### src/rtl/pixclk_div_pkg.sv
package pixclk_div_pkg;
  // strobes issued by the control to the datapath each cycle
  typedef struct packed {
    logic loadCfg;   // copy stored setting into the active setting
    logic clearCnt;  // restart the divide count
    logic incCnt;    // advance the divide count
  } divStrobe_t;
endpackage

### src/rtl/pixclk_div_dp.sv
module pixclk_div_dp
  import pixclk_div_pkg::*;
#(
  parameter int REG_W   = 32,
  parameter int LO_POS  = 0,
  parameter int LO_W    = 5,
  parameter int HI_POS  = 27,
  parameter int HI_W    = 5,
  parameter int BYP_POS = 26
) (
  input  logic             clk,
  input  logic             rstN,
  input  logic             regWrEn,
  input  logic [REG_W-1:0] regWrData,
  output logic [REG_W-1:0] regRdData,
  input  divStrobe_t       strobe,
  output logic             actBypass,
  output logic             atTerminal
);
  localparam int DIV_W = LO_W + HI_W;
  localparam int CNT_W = DIV_W + 1;

  logic [LO_W-1:0]  storedLo;
  logic [HI_W-1:0]  storedHi;
  logic             storedByp;
  logic [DIV_W-1:0] storedDiv;
  logic [DIV_W-1:0] actDiv;
  logic [CNT_W-1:0] cnt;
  logic [CNT_W-1:0] limit;
  logic             unusedWrBits;

  assign unusedWrBits = ^regWrData;

  // host-visible storage: written at once, active copy taken at wrap
  always_ff @(posedge clk or negedge rstN) begin
    if (!rstN) begin
      storedLo  <= '0;
      storedHi  <= '0;
      storedByp <= 1'b0;
    end else if (regWrEn) begin
      storedLo  <= regWrData[LO_POS +: LO_W];
      storedHi  <= regWrData[HI_POS +: HI_W];
      storedByp <= regWrData[BYP_POS];
    end
  end

  always_comb begin
    regRdData = '0;
    regRdData[LO_POS +: LO_W] = storedLo;
    regRdData[HI_POS +: HI_W] = storedHi;
    regRdData[BYP_POS]        = storedByp;
  end

  assign storedDiv = {storedHi, storedLo};

  // active setting and divide count
  always_ff @(posedge clk or negedge rstN) begin
    if (!rstN) begin
      actBypass <= 1'b0;
      actDiv    <= '0;
    end else if (strobe.loadCfg) begin
      actBypass <= storedByp;
      actDiv    <= storedDiv;
    end
  end

  always_ff @(posedge clk or negedge rstN) begin
    if (!rstN)               cnt <= '0;
    else if (strobe.clearCnt) cnt <= '0;
    else if (strobe.incCnt)   cnt <= cnt + CNT_W'(1);
  end

  assign limit      = {1'b0, actDiv} + CNT_W'(1);
  assign atTerminal = (cnt == limit);

  // the count never runs past the terminal value
  p_cnt_bound_r3: assert property (@(posedge clk) disable iff (!rstN)
    cnt <= limit);

  // the active divisor only changes after a load strobe
  p_cfg_at_wrap_r6: assert property (@(posedge clk) disable iff (!rstN)
    !$stable(actDiv) |-> $past(strobe.loadCfg));

  // loading a non-bypass setting never reaches terminal at once
  p_no_unit_ratio_r8: assert property (@(posedge clk) disable iff (!rstN)
    (strobe.loadCfg && !storedByp) |=> !atTerminal);

  // readback carries the written flag and fields
  p_readback_r5: assert property (@(posedge clk) disable iff (!rstN)
    regWrEn |=> (regRdData[BYP_POS] == $past(regWrData[BYP_POS])) &&
                (regRdData[LO_POS +: LO_W] == $past(regWrData[LO_POS +: LO_W])) &&
                (regRdData[HI_POS +: HI_W] == $past(regWrData[HI_POS +: HI_W])));
endmodule

### src/rtl/pixclk_div_ctrl.sv
module pixclk_div_ctrl
  import pixclk_div_pkg::*;
(
  input  logic       clk,
  input  logic       rstN,
  input  logic       actBypass,
  input  logic       atTerminal,
  output divStrobe_t strobe,
  output logic       pixEn
);
  logic wrap;

  // a period ends on terminal count, or every cycle in bypass
  assign wrap = actBypass || atTerminal;

  always_comb begin
    strobe.loadCfg  = wrap;
    strobe.clearCnt = wrap;
    strobe.incCnt   = !wrap;
  end

  assign pixEn = wrap;

  // outside bypass a pulse is followed by a quiet cycle
  p_pulse_gap_r8: assert property (@(posedge clk) disable iff (!rstN)
    (pixEn && !actBypass) |=> (!pixEn || actBypass));
endmodule

### src/rtl/pixclk_div.sv
module pixclk_div
  import pixclk_div_pkg::*;
#(
  parameter int REG_W   = 32,
  parameter int LO_POS  = 0,
  parameter int LO_W    = 5,
  parameter int HI_POS  = 27,
  parameter int HI_W    = 5,
  parameter int BYP_POS = 26
) (
  input  logic             clk,
  input  logic             rstN,
  input  logic             regWrEn,
  input  logic [REG_W-1:0] regWrData,
  output logic [REG_W-1:0] regRdData,
  output logic             pixEn
);
  divStrobe_t strobe;
  logic       actBypass;
  logic       atTerminal;

  pixclk_div_dp #(
    .REG_W(REG_W), .LO_POS(LO_POS), .LO_W(LO_W),
    .HI_POS(HI_POS), .HI_W(HI_W), .BYP_POS(BYP_POS)
  ) u_dp (
    .clk(clk), .rstN(rstN),
    .regWrEn(regWrEn), .regWrData(regWrData), .regRdData(regRdData),
    .strobe(strobe), .actBypass(actBypass), .atTerminal(atTerminal)
  );

  pixclk_div_ctrl u_ctrl (
    .clk(clk), .rstN(rstN),
    .actBypass(actBypass), .atTerminal(atTerminal),
    .strobe(strobe), .pixEn(pixEn)
  );
endmodule

### config.mk
export PLATFORM = sky130hd
export DESIGN_NAME = pixclk_div
export DESIGN_NICKNAME = d
export VERILOG_FILES = /design/src/rtl/pixclk_div_pkg.sv /design/src/rtl/pixclk_div_dp.sv /design/src/rtl/pixclk_div_ctrl.sv /design/src/rtl/pixclk_div.sv
export SDC_FILE = /design/constraint.sdc
export NUM_CORES = 1
export LEC_CHECK = 0
export BUFFER_PORTS_ARGS = -buffer_cell sky130_fd_sc_hd__buf_2
export CAP_MARGIN = 5
export CORE_ASPECT_RATIO = 2
export CORE_UTILIZATION = 49
export DETAILED_ROUTE_END_ITERATION = 8
export PLACE_DENSITY_LB_ADDON = 0.2
export SYNTH_ARGS = -nofsm -noshare
export SYNTH_HDL_FRONTEND = slang
export SYNTH_HIERARCHICAL = 1
export SYNTH_SLANG_ARGS = --single-unit
### constraint.sdc
create_clock -name clk -period 4.9 [get_ports clk]
set_input_delay 0.735 -clock clk [delete_from_list [all_inputs] [get_ports clk]]
set_output_delay 0.735 -clock clk [all_outputs]
set_load 0.02 [all_outputs]
==> Word level (Yosys, flattened, before mapping) <==
Index checks and enable logic that the tools add are counted.
{ "op_classes": {"eq_ne": 1, "reduce_logical": 1, "addsub": 2, "muxes": 1} }
{ "ops": {"columns": ["op", "n"], "rows": [
  ["10-bit by 1-bit adder with 11-bit output, second input constant", 1],
  ["11-bit by 1-bit adder with 11-bit output, second input constant", 1],
  ["11-bit == test", 1],
  ["11-bit two-way mux", 1],
  ["1-bit logical OR", 1]
]} }
{ "totals": {"elab_cells": 11, "regBits": 33} }

==> Depth between registers and ports, before layout <==
Gate-level depths: netlist of the first run.
{ "depth": {"word_depth": 4, "ltp_mapped": 14, "mapped_depth_nobuf": 12} }

==> Modules after synthesis <==
Netlist of the first run, hierarchy kept.
{ "by_module_without_submodules": {"columns": ["mod", "seq_area_each_um2", "n_inst", "cells_per_inst", "area_per_inst_um2"], "rows": [
  ["pixclk_div_dp", 825.8, 1, 175, 1891.8],
  ["pixclk_div_ctrl", 0.0, 1, 4, 25.0]
]} }

==> Least setup slack after synthesis of the first run <==
Ideal clock, no wire load.
{ "synth_path": {"path_kind": "register -> register", "from": "reg u_dp.actDiv[0]", "to": "reg u_dp.actBypass", "slack_ps": 1965, "period_less_slack_ps": 2935, "n_path_buf": 3, "t_arrival_ps": 2811, "setup_time_ps": 125, "path_stages_with_launch": 11, "t_required_ps": 4775, "cell_sequence": "dfrtp_1 -> ha_1 -> buf_2 -> nor4_1 -> a31oi_1 -> o311a_1 -> nor4_2 -> or2_1 -> buf_4 -> clkbuf_1 -> mux2_2"} }
{ "synth_via": {"elab_chain_len": 3} }
{ "synth_rtl": {"columns": ["item", "line_no", "text"], "rows": [
  ["from (decl)", "pixclk_div_dp.sv:27", "logic [DIV_W-1:0] actDiv;"],
  ["from (signal assigned)", "pixclk_div_dp.sv:63", "actDiv <= storedDiv;"],
  ["10-bit by 1-bit adder with 11-bit output", "pixclk_div_dp.sv:73", "assign limit = {1'b0, actDiv} + CNT_W'(1);"],
  ["11-bit == test", "pixclk_div_dp.sv:74", "assign atTerminal = (cnt == limit);"],
  ["via atTerminal", "pixclk_div.sv:20", "logic atTerminal;"],
  ["1-bit logical OR", "pixclk_div_ctrl.sv:14", "assign wrap = actBypass || atTerminal;"],
  ["via pixEn", "pixclk_div.sv:16", "output logic pixEn"],
  ["to (signal assigned)", "pixclk_div_dp.sv:62", "actBypass <= storedByp;"],
  ["to (decl)", "pixclk_div_dp.sv:17", "output logic actBypass,"]
]} }
The timed path passes the listed nets, and every way through them passes these cells.
A chain may end at the register's enable or synchronous reset.

==> Worst setup path in the final report of the first run <==
{ "layout_path": {"from": "reg u_dp.actDiv[0]", "to": "out pixEn"} }
{ "layout_via": {"elab_chain_len": 3} }
{ "layout_rtl": {"columns": ["item", "line_no"], "rows": [
  ["10-bit by 1-bit adder with 11-bit output", "pixclk_div_dp.sv:73"],
  ["11-bit == test", "pixclk_div_dp.sv:74"],
  ["via atTerminal", "pixclk_div.sv:20"],
  ["1-bit logical OR", "pixclk_div_ctrl.sv:14"],
  ["to (decl)", "pixclk_div.sv:16"]
]} }
The timed path passes the listed nets, and every way through them passes these cells.

==> results.cfg, run 1 <==
[power]
clock_power_share_pct = 24.2
p_leak_nw = 0.894
power.internal_uw = 667
p_comb_share_pct = 37.6
p_switching_uw = 411
power.density_nw_per_um2 = 517
ir_worst_vdd_mv = 0.342
switching_share_pct = 38.1
p_seq_share_pct = 38.2

[floorplan]
die_area_um2 = 4180
dieWidth_um = 46.2
die_y_um = 90.5
initial_utilization_pct = 52.0
row_count = 31
num_io_pins = 68
design.core.area_um2 = 3680

[cells_and_area]
num_antenna_cells = 0
area_growth_pct = 8.62
finalInstanceArea_um2 = 2080
fin_nets = 236
drive_above_1_share_pct = 32.0

[logic_synthesis]
synthCells = 179
synth_warnings = 6
synthTopCellsByArea = dfrtp_1 (43%), mux2_2 (13%), buf_4 (9.4%)
ys_ff_latch = 33
netlist_area_um2 = 1920
ys.flop_type = dfrtp_1
synth_area_leader_cell = dfrtp_1
yosysUniqueCellTypes = 38
synth.top_cell.area_share_pct = 43.1
ys_async_sr_fraction_pct = 100
synth_most_common_cell = dfrtp_1
synth_enable_flop_cells = 0
ys_seq_area_share_pct = 43.1
synth_commonest_cells = dfrtp_1 (33), buf_4 (24), mux2_2 (22), nor2_1 (14), xnor2_1 (13)
syn_avg_cell_area_um2 = 10.7

[cts]
cts_tree = yes
cts_resized = 0
cts_setup_buffers = 0
htreeDepth = 2
cts.sinks = 33
cts_buffers = 5
cts_root_buf = clkbuf_8
clkTransAtPathRegs_ns = 0.07
cts_hold_buf = 0
clockBufferDepth = 2
clock_latency_ns = 0.29

[timing]
final-setup-viol-count = 0
min_period_over_period_pct = 71.6
tightest_slew_ns = 0.722
hold_ws_ns = 0.497
finalHoldViolations = 0
finClkSkew_ns = 0.00818
fmax_mhz = 285
finalMaxSlewViolations = 0
fin_setup_tns_ns = 0
relSlewSlack_pct = 51.9
rsz0062_at_grt = false
fin_crit_ns = 3.51

[global_routing]
grt.overflow.total = 0
grt_max_degree = 34
antenna_found_initial = 0
grt_use_total_pct = 19.5
grt_pass1_vias = 1264
grt_pass1_wl_um = 5840

[worst_setup_path]
crit_family = simple AND/OR/NAND/NOR gates
cp-start-kind = register
crit_chain = ha_1, and3b_2, o221ai_1, o21ai_0, o311ai_1, nor4_2, or2_1, buf_2
worst-setup-path-type = register to output port
max_stage_delay_ns = 0.49
crit_arrival_ns = 2.78
end_kind = output port
critPathBufInv = 1
path_max_fanout = 11
crit_required_ns = 4.16
crit_slowest_cell = ha_1

[placed_design]
placed_cell_area_um2 = 1970
io_buffers = 25
hpwl_um = 2600
routabilityCongestion = 0.811

[route]
antenna_left = 0
vias = 1301
drtIter0Drc = 29
wl_per_cell_um = 14.1
via_per_inst = 5.22
drtPass1Iterations = 4
routed_wl_um = 3520
drc = 0

[run]
cap_violations = 0

[run_status]
status = complete, no violations

[min_path]
min_path_type = primary input to asynchronous set/reset pin
-- cell type report --
type	count	area (um2)
Clock inverter	3	46.3
Sequential cell	33	826
Clock buffer	5	68.8
Timing Repair Buffer	26	133
Inverter	3	11.3
Multi-Input combinational cell	130	936
Tap cell	49	61.3
Fill cell	331	1600
-- power groups by stage --
stage / Clock (mW) / Sequential, mW / Combinational [mW]
2_1_floorplan: 0 / 0.401 / 0.353
3_3_place_gp: 0 / 0.411 / 0.388
3_5_place_dp: 0 / 0.415 / 0.405
4_1_cts: 0.266 / 0.410 / 0.406
5_1_grt: 0.278 / 0.422 / 0.438
6_report: 0.261 / 0.411 / 0.406
-- worst reg2reg max path, stage by stage (launching register included) --
cell       delay, ns
dfrtp_1         0.46
ha_1            0.49
a21oi_1         0.17
o311a_2         0.36
o311ai_1        0.32
nor4_2          0.10
nor2_1          0.38
o2111ai_1       0.22
nor2_1          0.30
nand3_1         0.14
xor2_1          0.16
nor2_1          0.05
-- final timing paths --
path	startpoint	to	slack (ns)	depth (start not counted)
max	u_dp/actDiv[0]	pixEn	1.39	8
min in group clk	u_dp/storedHi[3]	u_dp/storedHi[3]	0.53	1
min	rstN	u_dp/actDiv[9]	0.50	1
min reg2reg	u_dp/storedHi[3]	u_dp/storedHi[3]	0.53	1
max reg2reg	u_dp/actDiv[0]	u_dp/cnt[9]	1.63	11
max in group asynchronous	rstN	u_dp/storedHi[4]	3.94	1
-- placed cells by master (no fill, tap or decap), types with 2 or more instances in the layout --
cell type,instances
buf_2,25
o211ai_1,2
o21ai_0,2
nor2_1,14
o311ai_0,2
a21oi_1,2
mux2_2,22
dfrtp_1,33
o31ai_1,2
nand2_1,7
xor2_1,9
xnor2_1,13
a31o_2,2
inv_1,3
nand4_1,4
nand3_1,5
clkbuf_8,5
ha_1,2
nor4_1,4
conb_1,21
-- stage by stage --
stage / setup slack, ns / total power, mW / util [%] / instances
global placement: 1.76 / 0.798 / 53.4 / 241
floorplan: 1.96 / 0.754 / - / 199
detailed placement: 1.69 / 0.820 / 53.4 / 241
global route: 1.27 / 1.14 / 56.5 / 249
finish: 1.39 / 1.08 / 56.5 / 249
CTS: 1.40 / 1.08 / 56.5 / 249
-- cells by family after synthesis --
logic type | count (synthesis) | synth area share [%]
buffers and inverters | 36 | 12.0
AND/OR/NAND/NOR | 43 | 12.3
XOR/XNOR | 22 | 10.1
other | 1 | 0.196
AO/OA/AOI/OAI | 19 | 7.64
multiplexers | 23 | 13.4
flip-flops | 33 | 43.1
adder cells (fa/ha/maj) | 2 | 1.31
-- metal layers --
layer  share of wire (%)  wire length, um  vias up  GRT usage, %
li1                    -                -      624             -
met1                  38             1340      632          21.1
met2                  57             1990       41          33.3
met3                 3.6              128        4          4.40
met4                 1.5               54        0          9.56
met5                   0                0        -             0
-- sequential cells by signal (all words and copies together), names as in the netlist --
signal          flops
u_dp/cnt           11
u_dp/storedHi       5
u_dp/actDiv        10
u_dp/storedLo       5
u_dp/storedByp      1
u_dp/actBypass      1
Power figures use the tool's default switching activity.
==> run 2: changes to the inputs <==
==> constraint.sdc (replaced) <==
create_clock -name clk -period 3.5 [get_ports clk]
set_input_delay 0.525 -clock clk [delete_from_list [all_inputs] [get_ports clk]]
set_output_delay 0.525 -clock clk [all_outputs]
set_load 0.02 [all_outputs]
==> results.cfg, run 2 (synthesis results as in run 1) <==
[power]
p_leak_nw = 0.889
ir_worst_vdd_mv = 0.498
power.density_nw_per_um2 = 696

[worst_setup_path]
crit_chain = ha_1, a21oi_1, o311a_2, o311ai_1, nor4_2, or2_1, buf_4, buf_2
crit_family = compound AO/OA/AOI/OAI gates
crit_required_ns = 2.97
critPathBufInv = 2
ff2ff_path_depth = 12
cp-start-kind = register
path_max_fanout = 11
worst-setup-path-type = register to output port
end_kind = output port
max_stage_delay_ns = 0.47
crit_arrival_ns = 2.77
crit_slowest_cell = ha_1
crit_cells = 8

[cts]
clock_latency_ns = 0.28
cts_tree = yes
cts_setup_buffers = 0
cts_hold_buf = 0
cts_root_buf = clkbuf_8
htreeDepth = 2
cts_resized = 0
cts_buffers = 5
cts.sinks = 33
clkTransAtPathRegs_ns = 0.07
clockBufferDepth = 2

[route]
drtPass1Iterations = 4
wl_per_cell_um = 14.4
drtIter0Drc = 40
routed_wl_um = 3610
antenna_left = 0
drc = 0
via_per_inst = 5.52
vias = 1386

[floorplan]
die_y_um = 90.5
row_count = 31
num_io_pins = 68
die_area_um2 = 4180
dieWidth_um = 46.2
design.core.area_um2 = 3680
initial_utilization_pct = 52.0

[timing]
tightest_slew_ns = 0.736
rsz0062_at_grt = false
min_period_over_period_pct = 94.1
final-setup-viol-count = 0
fin_crit_ns = 3.29
relSlewSlack_pct = 50.9
finalMaxSlewViolations = 0
finClkSkew_ns = 0.00862
fmax_mhz = 304
fin_setup_tns_ns = 0
finalHoldViolations = 0

[cells_and_area]
largest_reg_flops = 11
num_antenna_cells = 0
nFillCells = 342
drive_above_1_share_pct = 31.2
regMostFlops = u_dp/cnt
regArea_um2 = 826
area_growth_pct = 7.57
layout_commonest_cell = dfrtp_1
multi_input_area_um2 = 936
reg.largest.list = u_dp/cnt x11, u_dp/actDiv x10
stdcell_count = 251
final_cell_mix = dfrtp_1 (33), buf_2 (25), mux2_2 (22)
fin_nets = 238

[placed_design]
dp.cells = 243
routabilityCongestion = 0.856
io_buffers = 25
hpwl_um = 2720

[global_routing]
grt_pass1_wl_um = 5980
grt_pass1_vias = 1311
grt.overflow.total = 0
antenna_found_initial = 0
grt_max_degree = 34
grt_use_total_pct = 19.5

[run]
cap_violations = 0

[min_path]
min_path_type = primary input to asynchronous set/reset pin

[run_status]
status = complete, no violations
## run 2: final timing paths
path	startpoint	end	slack, ns
hold / removal	rstN	u_dp/actDiv[9]	0.31
max in group asynchronous	rstN	u_dp/actDiv[4]	2.72
setup / recovery	u_dp/actDiv[0]	pixEn	0.21
min in group clk	regWrData[28]	u_dp/storedHi[1]	0.48
setup reg to reg	u_dp/actDiv[0]	u_dp/cnt[10]	0.45
hold reg to reg	u_dp/storedLo[0]	u_dp/actDiv[0]	0.52
## run 2: layout make-up
type,count,area share [%]
Tap cell,49,2.97
Inverter,3,0.546
Multi-Input combinational cell,130,45.4
Sequential cell,33,40.0
Timing Repair Buffer,28,7.16
Clock buffer,8,3.88
## run 2: worst reg2reg max path: cells and delay by family (launching register included)
family / cells / cell delay, ns
AO/OA/AOI/OAI: 4 / 0.58
adder cells (fa/ha/maj): 1 / 0.47
XOR/XNOR: 1 / 0.16
flip-flops: 1 / 0.44
AND/OR/NAND/NOR: 6 / 1.28
## run 2: metrics by stage
| stage | area [um2] | worst slack (ns) | utilization (%) | total power [mW] | hold slack (ns) |
|---|---|---|---|---|---|
| finish | 2060 | 0.207 | 56.0 | 1.44 | 0.306 |
| floorplan | 1990 | 0.565 | - | 1.06 | 0.229 |
| detailed placement | 1980 | 0.516 | 53.8 | 1.16 | 0.520 |
| global route | 2060 | 0.0774 | 56.0 | 1.52 | 0.363 |
| global placement | 1980 | 0.605 | 53.8 | 1.13 | 0.507 |
| CTS | 2060 | 0.217 | 56.0 | 1.44 | 0.324 |
## run 2: metal layers
| metal | track usage [%] | wire length (um) | vias up |
|---|---|---|---|
| met5 | 0 | 0 | - |
| met4 | 13.2 | 184 | 0 |
| met3 | 4.20 | 174 | 22 |
| met2 | 32.2 | 1940 | 77 |
| met1 | 20.3 | 1300 | 665 |
| li1 | - | - | 622 |
## run 2: power by group
part           leakage [nW]  switching [mW]  internal, mW
sequential            0.409           0.109         0.469
combinational         0.440           0.321         0.266
clock                0.0395           0.129         0.141
total                 0.889           0.560         0.876
